--- config.mk ---
export PLATFORM = sky130hd
export DESIGN_NAME = i2c_client_addr_match
export DESIGN_NICKNAME = d
export VERILOG_FILES = /design/src/rtl/i2c_client_addr_match_pkg.sv /design/src/rtl/i2c_client_addr_cfg.sv /design/src/rtl/i2c_client_addr_cmp.sv /design/src/rtl/i2c_client_addr_seq.sv /design/src/rtl/i2c_client_addr_match.sv
export SDC_FILE = /design/constraint.sdc
export NUM_CORES = 1
export LEC_CHECK = 0
export ABC_AREA = 1
export BUFFER_PORTS_ARGS = -buffer_cell sky130_fd_sc_hd__buf_2
export CAP_MARGIN = 15
export CORE_ASPECT_RATIO = 1.2
export CORE_MARGIN = 2
export CORE_UTILIZATION = 54
export DETAILED_ROUTE_END_ITERATION = 12
export PLACE_DENSITY = 0.8
export SETUP_SLACK_MARGIN = 0.5
export SYNTH_ARGS = -nofsm -noshare
export SYNTH_HDL_FRONTEND = slang
export SYNTH_SLANG_ARGS = --single-unit
--- constraint.sdc ---
create_clock -name clk -period 1.2 [get_ports clk]
set_input_delay 0.12 -clock clk [delete_from_list [all_inputs] [get_ports clk]]
set_output_delay 0.12 -clock clk [all_outputs]
set_load 0.01 [all_outputs]
--- src/rtl/i2c_client_addr_match_pkg.sv ---
package i2c_client_addr_match_pkg;
  localparam int ADDR_W  = 10;
  localparam int SHORT_W = 7;
  localparam int BYTE_W  = 8;
  localparam int CFG_W   = 32;
  localparam int HI_W    = ADDR_W - BYTE_W;

  // bit positions inside the configuration word
  localparam int POS_GCEN = 0;
  localparam int POS_PRIM = 1;
  localparam int POS_TEN  = 15;
  localparam int POS_SEC  = 17;

  // first byte of a 10-bit header: 11110 xx rw
  localparam logic [4:0] TEN_HDR = 5'b11110;

  typedef enum logic [1:0] {
    MODE_MASK  = 2'd0,
    MODE_DUAL  = 2'd1,
    MODE_RANGE = 2'd2,
    MODE_RSVD  = 2'd3
  } mode_e;

  typedef enum logic [1:0] {
    SEQ_IDLE = 2'd0,
    SEQ_ADDR = 2'd1,
    SEQ_LOW  = 2'd2
  } seq_e;

  typedef struct packed {
    logic [ADDR_W-1:0] sec;
    logic              ten;
    logic [ADDR_W-1:0] prim;
    logic              gcen;
  } cfg_t;
endpackage

--- src/rtl/i2c_client_addr_cfg.sv ---
module i2c_client_addr_cfg
  import i2c_client_addr_match_pkg::*;
(
  input  logic             clk,
  input  logic             rst_n,
  input  logic             cfg_we,
  input  logic [CFG_W-1:0] cfg_wdata,
  output cfg_t             cfg
);
  cfg_t cfg_d, cfg_q;

  always_comb begin
    cfg_d = cfg_q;
    if (cfg_we) begin
      cfg_d.gcen = cfg_wdata[POS_GCEN];
      cfg_d.prim = cfg_wdata[POS_PRIM +: ADDR_W];
      cfg_d.ten  = cfg_wdata[POS_TEN];
      cfg_d.sec  = cfg_wdata[POS_SEC +: ADDR_W];
    end
  end

  always_ff @(posedge clk or negedge rst_n) begin
    if (!rst_n) cfg_q <= '0;
    else if (cfg_we) cfg_q <= cfg_d;
  end

  assign cfg = cfg_q;
endmodule

--- src/rtl/i2c_client_addr_cmp.sv ---
module i2c_client_addr_cmp
  import i2c_client_addr_match_pkg::*;
(
  input  cfg_t              cfg,
  input  logic [1:0]        mode_sel,
  input  logic [ADDR_W-1:0] rx_addr,
  output logic              cmp_ok
);
  logic [ADDR_W-1:0] wmask;
  logic [ADDR_W-1:0] rx_m, prim_m, sec_m;
  logic              ok_mask, ok_dual, ok_range;

  // bits above the short width only count in 10-bit mode
  for (genvar i = 0; i < ADDR_W; i++) begin : g_wmask
    if (i < SHORT_W) begin : g_lo
      assign wmask[i] = 1'b1;
    end else begin : g_hi
      assign wmask[i] = cfg.ten;
    end
  end

  assign rx_m   = rx_addr  & wmask;
  assign prim_m = cfg.prim & wmask;
  assign sec_m  = cfg.sec  & wmask;

  assign ok_mask  = ((rx_m ^ prim_m) & ~sec_m) == '0;
  assign ok_dual  = (rx_m == prim_m) || (rx_m == sec_m);
  assign ok_range = (rx_m >= sec_m) && (rx_m <= prim_m);

  always_comb begin
    unique case (mode_e'(mode_sel))
      MODE_DUAL:  cmp_ok = ok_dual;
      MODE_RANGE: cmp_ok = ok_range;
      default:    cmp_ok = ok_mask;
    endcase
  end
endmodule

--- src/rtl/i2c_client_addr_seq.sv ---
module i2c_client_addr_seq
  import i2c_client_addr_match_pkg::*;
(
  input  logic              clk,
  input  logic              rst_n,
  input  cfg_t              cfg,
  input  logic              start_in,
  input  logic              stop_in,
  input  logic              byte_vld,
  input  logic [BYTE_W-1:0] byte_data,
  input  logic              cmp_ok,
  output logic [ADDR_W-1:0] cmp_addr,
  output logic              hit,
  output logic              hit_rd,
  output logic              hit_gc
);
  seq_e            st_d, st_q;
  logic            armed_d, armed_q;
  logic [HI_W-1:0] hi_d, hi_q;
  logic [HI_W-1:0] hdr_d, hdr_q;
  logic            is_zero, is_hdr;

  assign is_zero = (byte_data == '0);
  assign is_hdr  = (byte_data[BYTE_W-1 -: 5] == TEN_HDR);

  always_comb begin
    if (st_q == SEQ_LOW) cmp_addr = {hdr_q, byte_data};
    else                 cmp_addr = {{(ADDR_W-BYTE_W+1){1'b0}}, byte_data[BYTE_W-1:1]};
  end

  always_comb begin
    st_d    = st_q;
    armed_d = armed_q;
    hi_d    = hi_q;
    hdr_d   = hdr_q;
    hit     = 1'b0;
    hit_rd  = 1'b0;
    hit_gc  = 1'b0;
    if (stop_in) begin
      st_d    = SEQ_IDLE;
      armed_d = 1'b0;
    end else if (start_in) begin
      st_d = SEQ_ADDR;
    end else if (byte_vld) begin
      unique case (st_q)
        SEQ_ADDR: begin
          st_d    = SEQ_IDLE;
          armed_d = 1'b0;
          if (is_zero) begin
            if (cfg.gcen) begin
              hit    = 1'b1;
              hit_gc = 1'b1;
            end
          end else if (cfg.ten) begin
            if (is_hdr && !byte_data[0]) begin
              st_d  = SEQ_LOW;
              hdr_d = byte_data[2:1];
            end else if (is_hdr && byte_data[0] && armed_q && (byte_data[2:1] == hi_q)) begin
              hit     = 1'b1;
              hit_rd  = 1'b1;
              armed_d = 1'b1;
            end
          end else if (cmp_ok) begin
            hit    = 1'b1;
            hit_rd = byte_data[0];
          end
        end
        SEQ_LOW: begin
          st_d = SEQ_IDLE;
          if (cmp_ok) begin
            hit     = 1'b1;
            armed_d = 1'b1;
            hi_d    = hdr_q;
          end
        end
        default: st_d = SEQ_IDLE;
      endcase
    end
  end

  always_ff @(posedge clk or negedge rst_n) begin
    if (!rst_n) begin
      st_q    <= SEQ_IDLE;
      armed_q <= 1'b0;
      hi_q    <= '0;
      hdr_q   <= '0;
    end else begin
      st_q    <= st_d;
      armed_q <= armed_d;
      hi_q    <= hi_d;
      hdr_q   <= hdr_d;
    end
  end
endmodule

--- src/rtl/i2c_client_addr_match.sv ---
module i2c_client_addr_match
  import i2c_client_addr_match_pkg::*;
(
  input  logic              clk,
  input  logic              rst_n,
  input  logic              cfg_we,
  input  logic [CFG_W-1:0]  cfg_wdata,
  input  logic [1:0]        mode_sel,
  input  logic              start_in,
  input  logic              stop_in,
  input  logic              byte_vld,
  input  logic [BYTE_W-1:0] byte_data,
  input  logic              flag_clr,
  output logic              match_flag,
  output logic              dir_rd,
  output logic              gcall_seen
);
  logic [1:0]        rst_sync_q;
  logic              rst_int_n;
  cfg_t              cfg;
  logic [ADDR_W-1:0] cmp_addr;
  logic              cmp_ok, hit, hit_rd, hit_gc;
  logic              flag_d, flag_q, dir_d, dir_q, gc_d, gc_q;

  // asynchronous assertion, synchronous release
  always_ff @(posedge clk or negedge rst_n) begin
    if (!rst_n) rst_sync_q <= '0;
    else        rst_sync_q <= {rst_sync_q[0], 1'b1};
  end
  assign rst_int_n = rst_sync_q[1];

  i2c_client_addr_cfg u_cfg (
    .clk(clk), .rst_n(rst_int_n), .cfg_we(cfg_we), .cfg_wdata(cfg_wdata), .cfg(cfg)
  );

  i2c_client_addr_cmp u_cmp (
    .cfg(cfg), .mode_sel(mode_sel), .rx_addr(cmp_addr), .cmp_ok(cmp_ok)
  );

  i2c_client_addr_seq u_seq (
    .clk(clk), .rst_n(rst_int_n), .cfg(cfg), .start_in(start_in), .stop_in(stop_in),
    .byte_vld(byte_vld), .byte_data(byte_data), .cmp_ok(cmp_ok), .cmp_addr(cmp_addr),
    .hit(hit), .hit_rd(hit_rd), .hit_gc(hit_gc)
  );

  always_comb begin
    flag_d = flag_q;
    dir_d  = dir_q;
    gc_d   = gc_q;
    if (hit) begin
      flag_d = 1'b1;
      dir_d  = hit_rd;
      gc_d   = hit_gc;
    end else if (flag_clr) begin
      flag_d = 1'b0;
    end
  end

  always_ff @(posedge clk or negedge rst_int_n) begin
    if (!rst_int_n) begin
      flag_q <= 1'b0;
      dir_q  <= 1'b0;
      gc_q   <= 1'b0;
    end else begin
      if (hit || flag_clr) flag_q <= flag_d;
      if (hit) begin
        dir_q <= dir_d;
        gc_q  <= gc_d;
      end
    end
  end

  assign match_flag = flag_q;
  assign dir_rd     = dir_q;
  assign gcall_seen = gc_q;
endmodule

## Word-level counts from Yosys, hierarchy flattened

Index checks and enable logic that the tools add are counted.
Widths: inputs -> output; s select.

- Input port bits: 49
- Word-level logic and storage cells: 91
- Flip-flop bits (word level): 34

- Bitwise operators: 9
- Mux-type cells: 40
- Equal/unequal tests: 10
- $lt $le $gt $ge: 2
- Reductions and logical operators: 18

Operator list:

| kind | count |
|---|---|
| $and 10x10->10 | 4 |
| $mux 1 | 29 |
| $eq 10x10->1 | 2 |
| $mux 2 | 7 |
| $ge 10x10->1 | 1 |
| $le 10x10->1 | 1 |
| $logic_not 10->1 | 1 |
| $mux 10 | 1 |
| $not 10->10 | 1 |
| $xor 10x10->10 | 1 |
| $logic_not 8->1 | 1 |
| $reduce_and 7->1 | 1 |
| $pmux 1 s2 | 3 |
| $reduce_bool 3->1 | 2 |
| $eq 5x5->1 const B | 1 |
| $logic_and 1x1->1 | 5 |
| $reduce_and 5->1 | 1 |
| $eq 2x1->1 const B | 2 |
| $eq 2x2->1 const B | 2 |
| $reduce_and 4->1 | 1 |
| $reduce_bool 2->1 | 2 |
| $ne 3x3->1 const B | 1 |
| $not 1->1 | 3 |
| $eq 2x2->1 | 1 |
| other kinds (4) | 5 |

## Logic depth before layout (Yosys ltp)

- Depth after elaboration: 16
- Mapped depth: 26

## Modules after synthesis

Synthesis repeated with hierarchy kept, for this count alone.

- Cells, all modules: 335
- Area total of the unflattened synthesis: 2,397.3 um^2

By module, submodules not included:

| module | seq. area each (um^2) | area each (um^2) | instances | cells each |
|---|---|---|---|---|
| i2c_client_addr_cfg | 550.5 | 839.6 | 1 | 93 |
| i2c_client_addr_cmp | 0.0 | 747.0 | 1 | 122 |
| i2c_client_addr_seq | 175.2 | 644.4 | 1 | 104 |
| i2c_client_addr_match | 125.1 | 166.4 | 1 | 16 |

## Least setup slack after synthesis

No wires, ideal clock.

- Kind: register -> register
- Start point: register u_seq.st_q[0]
- End point: register dir_q (netlist: dir_rd)
- Data arrival time: 2.391 ns
- Path slack: -1.308 ns
- Cell stages (with the launch flop): 25
- Buffers on the path: 1
- Clock period less this slack: 2.508 ns
- Path through: dfrtp_1 inv_1 ha_1 clkbuf_1 o21ai_0 ha_1 nand2_1 inv_1 nand2_1 nor2_1 nand3_1 nand3_1 nor2_1 nor2_2 nand2_1 nand2_1 nand2_1 nand2_2 nand2_1 nand2_1 nand2_1 nand2_2 nand2_2 nand2_1 nand2_1

- Longest elaborated chain between the ends: 14
- Elaborated cells between the ends (all ways): 28

RTL lines:

| item | line | text |
|---|---|---|
| start, declared | i2c_client_addr_seq.sv:17 | `seq_e st_d, st_q;` |
| start signal, assigned | i2c_client_addr_seq.sv:88 | `st_q <= st_d;` |
| branches (longest 14 deep; another with $ge 10x10->1) | - |  |
| end signal, assigned | i2c_client_addr_match.sv:67 | `dir_q <= dir_d;` |
| end, declared | i2c_client_addr_match.sv:23 | `logic flag_d, flag_q, dir_d, dir_q, gc_d, gc_q;` |

Several ways; the timed one is not identified.
A chain may end at the register's enable or synchronous reset.

## Final worst setup path

- Start point: register u_seq.st_q[1]
- End point: register dir_q (netlist: dir_rd)

The elaborated chain is that of the path after synthesis.

==> reports/results.tsv <==
stage	metric	value	unit
run_status	status	finished with violations	
run_status	violations	setup timing	
sta	finalSetupViolations	9	
clocking	clk_latency	0.29	ns
synthesis	syn_area	2250	um^2
placed_design	io_buffers	41	
sta	slew_violations	0	
floorplanning	core-area	3970	um^2
floorplanning	ios	52	
drt	vias_per_cell	5.82	
global_route	grt_first_pass_wirelength	11300	um
setup_path	cp_data_arrival_time	3.01	ns
setup_path	endpoint_kind	register	
hold_path	min-delay-path-class	in2reg	
synthesis	synth_top_area_frac	0.378	
floorplanning	initial_core_util	0.566	
floorplanning	die_area	4700	um^2
global_route	antenna_found_initial	0	
synthesis	synth_most_common_cell	nand2_1	
setup_path	worstRegToRegCells	23	
pwr	ir_drop	0.000870	V
drt	drt_first_iter_violations	263	
pwr	p_per_area	916	nW/um^2
drt	wl_met1	2980	um
final_layout	fin_cells	457	
clocking	clkTransAtPathRegs	0.07	ns
global_route	gr-total-overflow	0	
final_layout	num_antenna_cells	0	
placed_design	dp_hpwl	4570	um
clocking	cts_buffer_depth	2	
floorplanning	die_h	74.7	um
clocking	cts.sinks	34	
sta	timing.fmax	354	MHz
placed_design	finalWeightedCongestion	0.962	
sta	fin_tns_setup	-10.49	ns
global_route	grt_max_degree	27	
drt	dr.max_layer_used	met4	
placed_design	placed_cells	436	
clocking	ctsHtreeMaxLevel	2	
final_layout	layout-drive-gt1-share	0.467	
final_layout	seq_area	856	um^2
sta	min_period_over_period	2.35	
sta	hold_viol_final	0	
synthesis	synth.distinct_cells	24	
clocking	cts-root-buf	clkbuf_8	
drt	wl_met3	860	um
drt	firstDrtPassIters	7	
drt	wl_met2	4070	um
synthesis	synth_edf_count	0	
sta	grt_setup_unrepaired	yes	
synthesis	ys_ff_latch	34	
synthesis	yosys-top-cells-count	nand2_1, inv_1, dfrtp_1, o21ai_0	
synthesis	seq_area_frac_synth	0.378	
setup_path	start_kind	register	
floorplanning	dieWidth	62.9	um
final_layout	syn2layout_area_growth	54.1	%
synthesis	syn_avg_cell_area	7.52	um^2
global_route	grt.total_usage	0.313	
hold_path	holdPathStages	2	
synthesis	synth_fp_nets	370	
drt	remaining_drc_errors	0	
synthesis	synth_ff_type	dfrtp_1	
setup_path	critPathKind	reg2reg	
final_layout	multiInputGateArea	1520	um^2
clocking	cts_buffers	5	
pwr	finalPower	3.18	mW
sta	fin_skew	0.00526	ns
job	maxCapViolCount	0	
drt	totalWireLength	8330	um
sta	setup_ws	-1.62	ns
synthesis	async_flop_share	1.00	
drt	wl_per_cell	18.2	um
clocking	cts_tree	done	
sta	fin_crit	2.82	ns
drt	ant_nets	0	
synthesis	ys.warnings.count	0	
setup_path	worst-path-max-fanout	7	
drt	num_vias	2660	
final_layout	fin_util	0.872	
final_layout	fill_cells	195	
global_route	grt_pass1_vias	2465	
synthesis	yosys.area.top_type	dfrtp_1	
pwr	total_leakage_power	1.79	nW
synthesis	netlist_instances	299	
final_layout	nets	473	
floorplanning	rows	25	
synthesis	synth.area.top_cells	dfrtp_1, nand2_1, ha_1	
setup_path	cp.required	1.39	ns
per-stage QoR:
step / area, um^2 / hold slack, ns / setup WS (ns)
after floorplan: 2310 / -0.176 / -1.12
after detailed placement: 2870 / -0.0920 / -1.41
after CTS: 3260 / 0.0186 / -1.31
after global routing: 3470 / 0.0275 / -1.77
after global placement: 2870 / -0.0939 / -1.31
final: 3470 / 0.0154 / -1.62
timing repair:
action / in CTS / in global routing
gates cloned: 0 / 0
buffers inserted: 7 / 5
hold endpoints to repair: 2 / 0
resized for setup: 76 / 34
pin swaps: 12 / 19
setup endpoints to repair: 27 / 35
hold buffers: 1 / 0
worst paths after layout:
check / to / startpoint / slack (ns)
worst min-delay path: match_flag$_DFFE_PN0P_ / flag_clr / 0.02
max in group asynchronous: u_seq.st_q[1]$_DFFE_PN0P_ / rst_sync_q[1]$_DFF_PN0_ / 0.60
worst max register to register: dir_rd$_DFFE_PN0P_ / u_seq.st_q[1]$_DFFE_PN0P_ / -1.62
worst min register to register: u_cfg.cfg[15]$_DFFE_PN0P_ / rst_sync_q[1]$_DFF_PN0_ / 0.17
worst max-delay path: dir_rd$_DFFE_PN0P_ / u_seq.st_q[1]$_DFFE_PN0P_ / -1.62
min in group asynchronous: rst_sync_q[1]$_DFF_PN0_ / rst_n / 0.13
power by group:
part / total, mW / switching (mW) / leakage (nW) / internal (mW)
clock network: 0.907 / 0.446 / 0.0472 / 0.461
registers: 1.30 / 0.0728 / 0.416 / 1.22
logic: 0.973 / 0.504 / 1.33 / 0.469
cell usage in the layout, fill, tap and decap left out, types with 2 or more instances in the layout:
cell type,n
mux2_4,7
buf_6,15
o22ai_1,2
nand4_1,5
nand2_2,9
nor2_2,4
ha_1,11
nand3_2,3
clkbuf_8,6
xnor2_1,2
o21ai_0,11
o21ai_4,4
inv_1,31
inv_2,14
nor3_1,4
nand2_1,66
o21ai_2,11
nor2_1,18
a21oi_1,10
buf_4,45
nor4_1,2
dfrtp_1,30
buf_2,40
o21ai_1,5
nand3_1,13
inv_4,2
dfrtp_2,4
nand2_4,3
ha_4,11
cell type report:
type | count | share of cell area
repair buffers | 103 | 0.215
well taps | 54 | 0.0195
inverters | 47 | 0.0523
clock inverters | 2 | 0.00361
clock buffers | 6 | 0.0238
multi-input cells | 211 | 0.439
flip-flops and latches | 34 | 0.247
registers in the layout (all words and copies together) (netlist names):
register	count
dir_rd	1
u_seq.st_q	2
u_seq.armed_q	1
u_seq.hi_q	2
rst_sync_q	2
u_seq.hdr_q	2
match_flag	1
gcall_seen	1
u_cfg.cfg	22
kinds of logic after synthesis:
kind of cell    count (synthesis)  synth area share
flops                          34             0.378
mux                             7            0.0351
xor+xnor                        2           0.00779
compound gates                 47             0.109
simple gates                  132             0.249
fa+ha+maj                      22             0.122
other cells                     1           0.00167
buf+inv                        54            0.0968
layer usage:
metal | up-vias | global-route usage
li1 | 1169 | -
met1 | 1213 | 0.371
met2 | 219 | 0.552
met3 | 59 | 0.0688
met4 | 0 | 0.138
met5 | - | 0
worst max-delay path: stages (launching register included):
cell,delay [ns]
dfrtp_2,0.45
ha_4,0.22
nand2_1,0.12
o21ai_2,0.10
ha_1,0.33
nand2_4,0.07
nor2_4,0.11
nand2_1,0.06
nand2_1,0.06
nor2_1,0.05
nor2_1,0.17
nor2_2,0.08
nor2_2,0.07
nand2_1,0.06
nand2_1,0.06
nand2_1,0.06
nand2_2,0.13
nand2_1,0.07
nand2_1,0.07
nand2_1,0.06
nand2_2,0.10
nand2_2,0.07
nand2_1,0.09
nand2_1,0.05
No activity file was read; power rests on OpenSTA's default activity.
